===== src/rtl/fwp_pkg.sv =====
package fwp_pkg;
    localparam int RET_W = 8;
    localparam int STR_W = 8;

    typedef logic [RET_W-1:0] ret_t;
    typedef logic [STR_W-1:0] strength_t;
endpackage


===== src/rtl/fwp_group_ctrl.sv =====
module fwp_group_ctrl
    import fwp_pkg::*;
#(
    parameter int NUM_GROUPS   = 8,
    parameter int GROUP_IDX    = 0,
    parameter int PE_THRESH    = 1000,
    parameter int RET_STEP     = 100,
    parameter int RET_HALVE    = 10,
    parameter int REFRESH_INIT = 1000000,
    parameter int REFRESH_MIN  = 1000,
    parameter int T_LEVELS     = 4,
    localparam int RANK_W = $clog2(NUM_GROUPS),
    localparam int CNT_W  = $clog2(PE_THRESH + 1),
    localparam int LVL_W  = $clog2(T_LEVELS),
    localparam int SUB_W  = $clog2(RET_STEP),
    localparam int HLV_W  = $clog2(RET_HALVE),
    localparam int IV_W   = $clog2(REFRESH_INIT + 1)
) (
    input  logic              clk,
    input  logic              rst_n,
    input  logic              pe_hit,
    input  logic              renum_any,
    output logic              renum_self,
    output logic [RANK_W-1:0] rank,
    output logic [LVL_W-1:0]  level,
    output ret_t              ret,
    output logic [IV_W-1:0]   interval
);
    typedef struct packed {
        logic [CNT_W-1:0]  cnt;
        logic [RANK_W-1:0] rank;
        logic [LVL_W-1:0]  level;
        ret_t              ret;
        logic [SUB_W-1:0]  sub;
        logic [HLV_W-1:0]  hcnt;
        logic [IV_W-1:0]   interval;
    } grp_state_t;

    grp_state_t st_q, st_d;
    logic [CNT_W-1:0] cnt_sat;
    logic [IV_W-1:0]  iv_half;

    // saturating P/E count after the event in flight
    assign cnt_sat    = (st_q.cnt == CNT_W'(PE_THRESH)) ? st_q.cnt : st_q.cnt + 1'b1;
    assign renum_self = pe_hit && (st_q.rank == '0) && (cnt_sat == CNT_W'(PE_THRESH));
    assign iv_half    = ((st_q.interval >> 1) < IV_W'(REFRESH_MIN)) ?
                        IV_W'(REFRESH_MIN) : (st_q.interval >> 1);

    always_comb begin
        st_d = st_q;
        if (renum_any) begin
            if (renum_self) begin
                st_d.rank     = RANK_W'(NUM_GROUPS - 1);
                st_d.cnt      = '0;
                st_d.level    = (st_q.level == LVL_W'(T_LEVELS - 1)) ? st_q.level : st_q.level + 1'b1;
                st_d.ret      = ret_t'(1);
                st_d.sub      = '0;
                st_d.hcnt     = '0;
                st_d.interval = IV_W'(REFRESH_INIT);
            end else begin
                st_d.rank = st_q.rank - 1'b1;
            end
        end else if (pe_hit) begin
            st_d.cnt = cnt_sat;
            if (st_q.ret != '0) begin
                if (st_q.sub == SUB_W'(RET_STEP - 1)) begin
                    st_d.sub = '0;
                    if (st_q.ret != '1) begin
                        st_d.ret = st_q.ret + 1'b1;
                        if (st_q.hcnt == HLV_W'(RET_HALVE - 1)) begin
                            st_d.hcnt     = '0;
                            st_d.interval = iv_half;
                        end else begin
                            st_d.hcnt = st_q.hcnt + 1'b1;
                        end
                    end
                end else begin
                    st_d.sub = st_q.sub + 1'b1;
                end
            end
        end
    end

    always_ff @(posedge clk) begin
        if (!rst_n) begin
            st_q          <= '0;
            st_q.rank     <= RANK_W'(GROUP_IDX);
            st_q.interval <= IV_W'(REFRESH_INIT);
        end else begin
            st_q <= st_d;
        end
    end

    assign rank     = st_q.rank;
    assign level    = st_q.level;
    assign ret      = st_q.ret;
    assign interval = st_q.interval;
endmodule


===== src/rtl/fwp_refresh_timer.sv =====
module fwp_refresh_timer #(
    parameter int IV_W = 20
) (
    input  logic            clk,
    input  logic            rst_n,
    input  logic            active,
    input  logic            renum,
    input  logic [IV_W-1:0] reload_val,
    input  logic            ack_hit,
    input  logic            sent_set,
    output logic            pending,
    output logic            sent
);
    typedef struct packed {
        logic [IV_W-1:0] timer;
        logic            pending;
        logic            sent;
    } tmr_state_t;

    tmr_state_t st_q, st_d;

    always_comb begin
        st_d = st_q;
        if (renum || !active) begin
            st_d.timer   = reload_val;
            st_d.pending = 1'b0;
            st_d.sent    = 1'b0;
        end else if (st_q.pending) begin
            if (st_q.sent && ack_hit) begin
                st_d.pending = 1'b0;
                st_d.sent    = 1'b0;
                st_d.timer   = reload_val;
            end else if (sent_set) begin
                st_d.sent = 1'b1;
            end
        end else if (st_q.timer <= IV_W'(1)) begin
            st_d.pending = 1'b1;
        end else begin
            st_d.timer = st_q.timer - 1'b1;
        end
    end

    always_ff @(posedge clk) begin
        if (!rst_n) begin
            st_q <= '0;
        end else begin
            st_q <= st_d;
        end
    end

    assign pending = st_q.pending;
    assign sent    = st_q.sent;
endmodule


===== src/rtl/fwp_req_arbiter.sv =====
module fwp_req_arbiter #(
    parameter int NUM_GROUPS = 8,
    localparam int GW = $clog2(NUM_GROUPS)
) (
    input  logic [NUM_GROUPS-1:0] cand,
    output logic                  grant_valid,
    output logic [GW-1:0]         grant_idx,
    output logic [NUM_GROUPS-1:0] grant_vec
);
    always_comb begin
        grant_idx = '0;
        grant_vec = '0;
        for (int i = NUM_GROUPS - 1; i >= 0; i--) begin
            if (cand[i]) begin
                grant_idx = GW'(i);
            end
        end
        grant_valid = |cand;
        if (grant_valid) begin
            grant_vec[grant_idx] = 1'b1;
        end
    end
endmodule


===== src/rtl/flash_wear_policy.sv =====
module flash_wear_policy
    import fwp_pkg::*;
#(
    parameter int NUM_GROUPS   = 8,
    parameter int PE_THRESH    = 1000,
    parameter int RET_STEP     = 100,
    parameter int RET_HALVE    = 10,
    parameter int REFRESH_INIT = 1000000,
    parameter int REFRESH_MIN  = 1000,
    parameter int T_BASE       = 10,
    parameter int T_STEP       = 2,
    parameter int T_LEVELS     = 4
) (
    input  logic                              clk,
    input  logic                              rst_n,
    input  logic                              pe_valid,
    input  logic [$clog2(NUM_GROUPS)-1:0]     pe_group,
    input  logic                              refresh_ack,
    input  logic [$clog2(NUM_GROUPS)-1:0]     ack_group,
    input  logic [$clog2(NUM_GROUPS)-1:0]     query_group,
    output logic [7:0]                        query_strength,
    output logic [$clog2(NUM_GROUPS)-1:0]     query_rank,
    output logic [7:0]                        query_ret,
    output logic [$clog2(REFRESH_INIT+1)-1:0] query_interval,
    output logic                              refresh_req,
    output logic [$clog2(NUM_GROUPS)-1:0]     refresh_group
);
    localparam int GW    = $clog2(NUM_GROUPS);
    localparam int LVL_W = $clog2(T_LEVELS);
    localparam int IV_W  = $clog2(REFRESH_INIT + 1);

    typedef struct packed {
        logic          req;
        logic [GW-1:0] grp;
    } out_state_t;

    logic [NUM_GROUPS-1:0]            pe_hit_vec, ack_hit_vec, renum_vec;
    logic [NUM_GROUPS-1:0]            pend_vec, sent_vec, cand_vec, grant_vec;
    logic [NUM_GROUPS-1:0][GW-1:0]    rank_all;
    logic [NUM_GROUPS-1:0][LVL_W-1:0] level_all;
    logic [NUM_GROUPS-1:0][7:0]       ret_all;
    logic [NUM_GROUPS-1:0][IV_W-1:0]  interval_all;
    logic                             renum_any;
    logic                             grant_valid;
    logic [GW-1:0]                    grant_idx;
    out_state_t                       out_q, out_d;

    assign renum_any = |renum_vec;

    for (genvar g = 0; g < NUM_GROUPS; g++) begin : g_grp
        ret_t ret_w;

        assign pe_hit_vec[g]  = pe_valid && (pe_group == GW'(g));
        assign ack_hit_vec[g] = refresh_ack && (ack_group == GW'(g));
        assign ret_all[g]     = ret_w;
        // a group being renumbered this clock must not be granted
        assign cand_vec[g]    = pend_vec[g] && !sent_vec[g] && !renum_vec[g];

        fwp_group_ctrl #(
            .NUM_GROUPS  (NUM_GROUPS),
            .GROUP_IDX   (g),
            .PE_THRESH   (PE_THRESH),
            .RET_STEP    (RET_STEP),
            .RET_HALVE   (RET_HALVE),
            .REFRESH_INIT(REFRESH_INIT),
            .REFRESH_MIN (REFRESH_MIN),
            .T_LEVELS    (T_LEVELS)
        ) i_ctrl (
            .clk       (clk),
            .rst_n     (rst_n),
            .pe_hit    (pe_hit_vec[g]),
            .renum_any (renum_any),
            .renum_self(renum_vec[g]),
            .rank      (rank_all[g]),
            .level     (level_all[g]),
            .ret       (ret_w),
            .interval  (interval_all[g])
        );

        fwp_refresh_timer #(
            .IV_W(IV_W)
        ) i_tmr (
            .clk       (clk),
            .rst_n     (rst_n),
            .active    (ret_w > ret_t'(1)),
            .renum     (renum_vec[g]),
            .reload_val(interval_all[g]),
            .ack_hit   (ack_hit_vec[g]),
            .sent_set  (grant_vec[g]),
            .pending   (pend_vec[g]),
            .sent      (sent_vec[g])
        );
    end

    fwp_req_arbiter #(
        .NUM_GROUPS(NUM_GROUPS)
    ) i_arb (
        .cand       (cand_vec),
        .grant_valid(grant_valid),
        .grant_idx  (grant_idx),
        .grant_vec  (grant_vec)
    );

    always_comb begin
        out_d     = out_q;
        out_d.req = grant_valid;
        out_d.grp = grant_valid ? grant_idx : out_q.grp;
    end

    always_ff @(posedge clk) begin
        if (!rst_n) begin
            out_q <= '0;
        end else begin
            out_q <= out_d;
        end
    end

    always_comb begin
        query_strength = '0;
        query_rank     = '0;
        query_ret      = '0;
        query_interval = '0;
        for (int g = 0; g < NUM_GROUPS; g++) begin
            if (query_group == GW'(g)) begin
                query_strength = strength_t'(T_BASE) + strength_t'(T_STEP) * strength_t'(level_all[g]);
                query_rank     = rank_all[g];
                query_ret      = ret_all[g];
                query_interval = interval_all[g];
            end
        end
    end

    assign refresh_req   = out_q.req;
    assign refresh_group = out_q.grp;
endmodule


===== config.mk =====
export PLATFORM = sky130hd
export DESIGN_NAME = flash_wear_policy
export DESIGN_NICKNAME = d
export VERILOG_FILES = /design/src/rtl/fwp_pkg.sv /design/src/rtl/fwp_group_ctrl.sv /design/src/rtl/fwp_refresh_timer.sv /design/src/rtl/fwp_req_arbiter.sv /design/src/rtl/flash_wear_policy.sv
export SDC_FILE = /design/constraint.sdc
export NUM_CORES = 2
export LEC_CHECK = 0
export ABC_AREA = 1
export BUFFER_PORTS_ARGS = -buffer_cell sky130_fd_sc_hd__buf_2
export CELL_PAD_IN_SITES_DETAIL_PLACEMENT = 1
export CELL_PAD_IN_SITES_GLOBAL_PLACEMENT = 2
export CORE_MARGIN = 4
export CORE_UTILIZATION = 40
export CTS_BUF_LIST = sky130_fd_sc_hd__clkbuf_4 sky130_fd_sc_hd__clkbuf_8
export DETAILED_ROUTE_END_ITERATION = 6
export MAX_ROUTING_LAYER = met4
export PLACE_DENSITY = 0.95
export SLEW_MARGIN = 40
export SYNTH_ARGS = -nofsm -noshare
export SYNTH_HDL_FRONTEND = slang
export SYNTH_SLANG_ARGS = --single-unit

===== constraint.sdc =====
create_clock -name clk -period 7.2 [get_ports clk]
set_input_delay 0 -clock clk [delete_from_list [all_inputs] [get_ports clk]]
set_output_delay 0 -clock clk [all_outputs]
set_load 0.02 [all_outputs]

==> metrics <==
status=finished, final reports clean; CTS tree=yes; Clock Path Buffers=3; WP data required=~8 ns; synth warn=0; sw power=around 0.0020 W; Post-synth EDFFs=0; CTS Sinks=612; First-pass DRT Iterations=5; DRT antenna net count=0; Post-CTS Setup Bufs=0; Period minus WS final=approximately 4.9 ns; Netlist cell types=68; Die Ht=313 um; Post-Syn Area per Cell=between 6 and 7 sq um; Relative slew margins=roughly 43%; Clk network pwr share=between 40% and 50%; routed via count=around 39000; Place WS=roughly 2.4 ns; Post-layout nets=5763; fmax=roughly 200 MHz; Crit Path Category=reg -> reg; clock root cell=clkbuf_8; Worst Hold Launch=ack_group[2]; grt total ovfl=0; Reg2Reg Depth=21; Final WS setup=2.33 ns; area grow syn2layout=10.2%; IO buf count=~50; Clock Latency Late Sink=between 0.7 and 0.8 ns; Ports=56; Max Clock Skew=roughly 0.048 ns; fraction of layout cells with a size suffix above 1=8.06%; initial antenna violation count=4; synth top area cells=dfxtp_1, nand2_1, nor2_1; Syn Std Cell Area=between 30000 and 40000 sq um; Hold Path Depth=6; crit path DAT=around 5.5 ns; Gate power share=5.4%; first-pass GRT wire length=around 210000 um; CTS buffer count=116; vias in the first global route=38700; Starting Density=between 40% and 50%; max-slew violation count=0; CP Capture Type=flip-flop; CORE AREA=a little over 90000 sq um; Setup TNS=0 ns; DR DRC count=0; Total Wirelength=approximately 130000 um; period utilization=between 60% and 70%; Vias/cell=5.55; Die ar.=about 100000 sq um; Startpoint Class=flip-flop; leak pwr=17.5 nW; r2r setup slk=2.33 ns; Worst Tran Pin Value=0.861 ns; clk slew on worst S/H paths=approximately 0.06 ns; number of core rows=roughly 110; most numerous cell in the Yosys netlist=nand2_1; RSZ-0062 raised after global routing=no; P per Cell Area=~190 nW/um^2; Min-Delay Endpoint=g_grp[6].i_tmr.sent; worst reg2reg path endpoint=g_grp[2].i_ctrl.st_q[27]; most frequent cells after synthesis=nand2_1, nor2_1, dfxtp_1; GPL Wtd Cong=0.893; gr usage total=a little over a quarter; #FFs+latches synth=just over 600; area leader, netlist=dfxtp_1; largest net degree at the start of global routing=between 150 and 200; initial drt markers=2829; Final Util=approximately 45%; Async SR Flop Fraction=0%; HP Class=in -> reg; Synth Instances=between 5000 and 6000; top fanout value on the critical path=between 80 and 90; post-synth top area share=roughly a third; Seq pwr share=around 45%; RR Startpoint=g_grp[4].i_ctrl.st_q[44]; max_cap viols=0; Final setup viols=0; DP Wirelength=between 90000 and 100000 um; post-synthesis sequential area ratio=approximately a third; maximum vdd drop=approximately 140 uV; Hold Vio Cnt, Final=0; Clock H-tree levels=3; Horiz. Die Dim=approximately 310 um; drt wl/cell=roughly 19 um; Switching Fraction=between 20% and 30%; Power Internal=0.00575 W; Top FF cell, synth=dfxtp_1
==> logic make-up (layout without fill, tap and decap cells) <==
group           Yosys count  count (layout)  synth area share, %
fa+ha+maj               104             104                 3.49
compound gates         1060            1060                 16.3
buf+inv                 828             903                 9.03
flops                   612             612                 32.9
simple gates           2855            2855                 33.6
xor+xnor                194             194                 4.66
other cells               1               8               0.0101
==> placed cells by master, fill, tap and decap left out, types with 145 or more instances in the layout <==
| cell type | n |
|---|---|
| xor2_1 | 145 |
| nand4_1 | 149 |
| o21ai_0 | 416 |
| a21oi_1 | 319 |
| dfxtp_1 | 612 |
| inv_1 | 573 |
| clkbuf_8 | 150 |
| nor2_1 | 724 |
| nand2_1 | 1315 |
| nand3_1 | 327 |
==> per-stage QoR <==
| step | instances | hold slack, ns | instance area [sq um] | total power (W) |
|---|---|---|---|---|
| after global placement | 6753 | 0.422 | 38300 | 0.00392 |
| after floorplan | 5657 | 0.339 | 37300 | 0.00380 |
| after CTS | 6972 | 0.0000815 | 41000 | 0.00778 |
| final | 6979 | 0.0411 | 41100 | 0.00771 |
| after detailed placement | 6756 | 0.421 | 38300 | 0.00393 |
| after global routing | 6979 | 0.0847 | 41100 | 0.00799 |
==> per-layer routing <==
layer / vias to the layer above / wire (um) / track usage [%]
li1: 18800 / - / -
met1: 18900 / 61200 / 35.6
met2: 823 / 63300 / 45.0
met3: 208 / 6700 / 3.99
met4: 0 / 3660 / 7.70
met5: - / 0 / -
==> how the worst max path moves through the flow <==
stage | from | end | slack (ns) | cells after the start
final | g_grp[4].i_ctrl.st_q[44] | g_grp[2].i_ctrl.st_q[27] | 2.33 | 21
after global routing | g_grp[4].i_ctrl.st_q[44] | g_grp[2].i_ctrl.st_q[27] | 1.96 | 21
after CTS | g_grp[4].i_ctrl.st_q[44] | g_grp[2].i_ctrl.st_q[27] | 2.36 | 21
after detailed placement | g_grp[4].i_ctrl.st_q[44] | g_grp[2].i_ctrl.st_q[27] | 2.40 | 21
after global placement | g_grp[4].i_ctrl.st_q[44] | g_grp[2].i_ctrl.st_q[28] | 2.61 | 21
after floorplan | g_grp[2].i_ctrl.st_q[44] | g_grp[5].i_ctrl.interval[10] | 4.72 | 19
==> final cells by class <==
cell class              instances  area, sq um
diodes                          4         10.0
clock buffers                 185         2330
clock inverters                19          234
fillers                     12200        51000
inverters                     603         2270
multi-input cells            4217        21700
flip-flops and latches        612        12300
well taps                    1243         1560
repair buffers                 96          692
==> power groups by stage <==
stage               combinational, W  clock [W]  sequential (W)
finish                      0.000414    0.00383         0.00346
global route                0.000456    0.00407         0.00346
CTS                         0.000407    0.00391         0.00346
detailed placement          0.000400          0         0.00353
global placement            0.000390          0         0.00353
floorplan                   0.000276          0         0.00352
==> registers in the layout, summed over array words and instances, names as in the netlist <==
register / flops
refresh_group: 3
g_grp.i_ctrl.level: 16
g_grp.i_ctrl.ret: 64
g_grp.i_tmr.st_q: 160
g_grp.i_tmr.pending: 8
g_grp.i_ctrl.rank: 24
g_grp.i_ctrl.interval: 160
g_grp.i_tmr.sent: 8
refresh_req: 1
g_grp.i_ctrl.st_q: 168
==> critical path: stages, from the launching register on <==
cell and delay (ns):
dfxtp_1 0.36, inv_1 0.10, ha_1 0.15, nand2_1 0.05, nor2_1 0.23, nand3_1 0.14, nand2_1 0.07, nand2_1 0.08
nand2_1 0.07, nor2_1 0.05, nand4_1 0.28, nand2_2 0.12, nor2_4 0.12, buf_4 0.41, nand2_8 0.48, inv_4 0.60
buf_4 0.60, nand2_1 0.17, nand2_2 0.16, inv_1 0.15, o21ai_1 0.17, nor2_1 0.06
==> repair_timing <==
action	4_1_cts	5_1_grt
hold buffers	12	0
hold endpoints to repair	140	0
resized for setup	0	0
No activity file was read; power rests on OpenSTA's default activity.
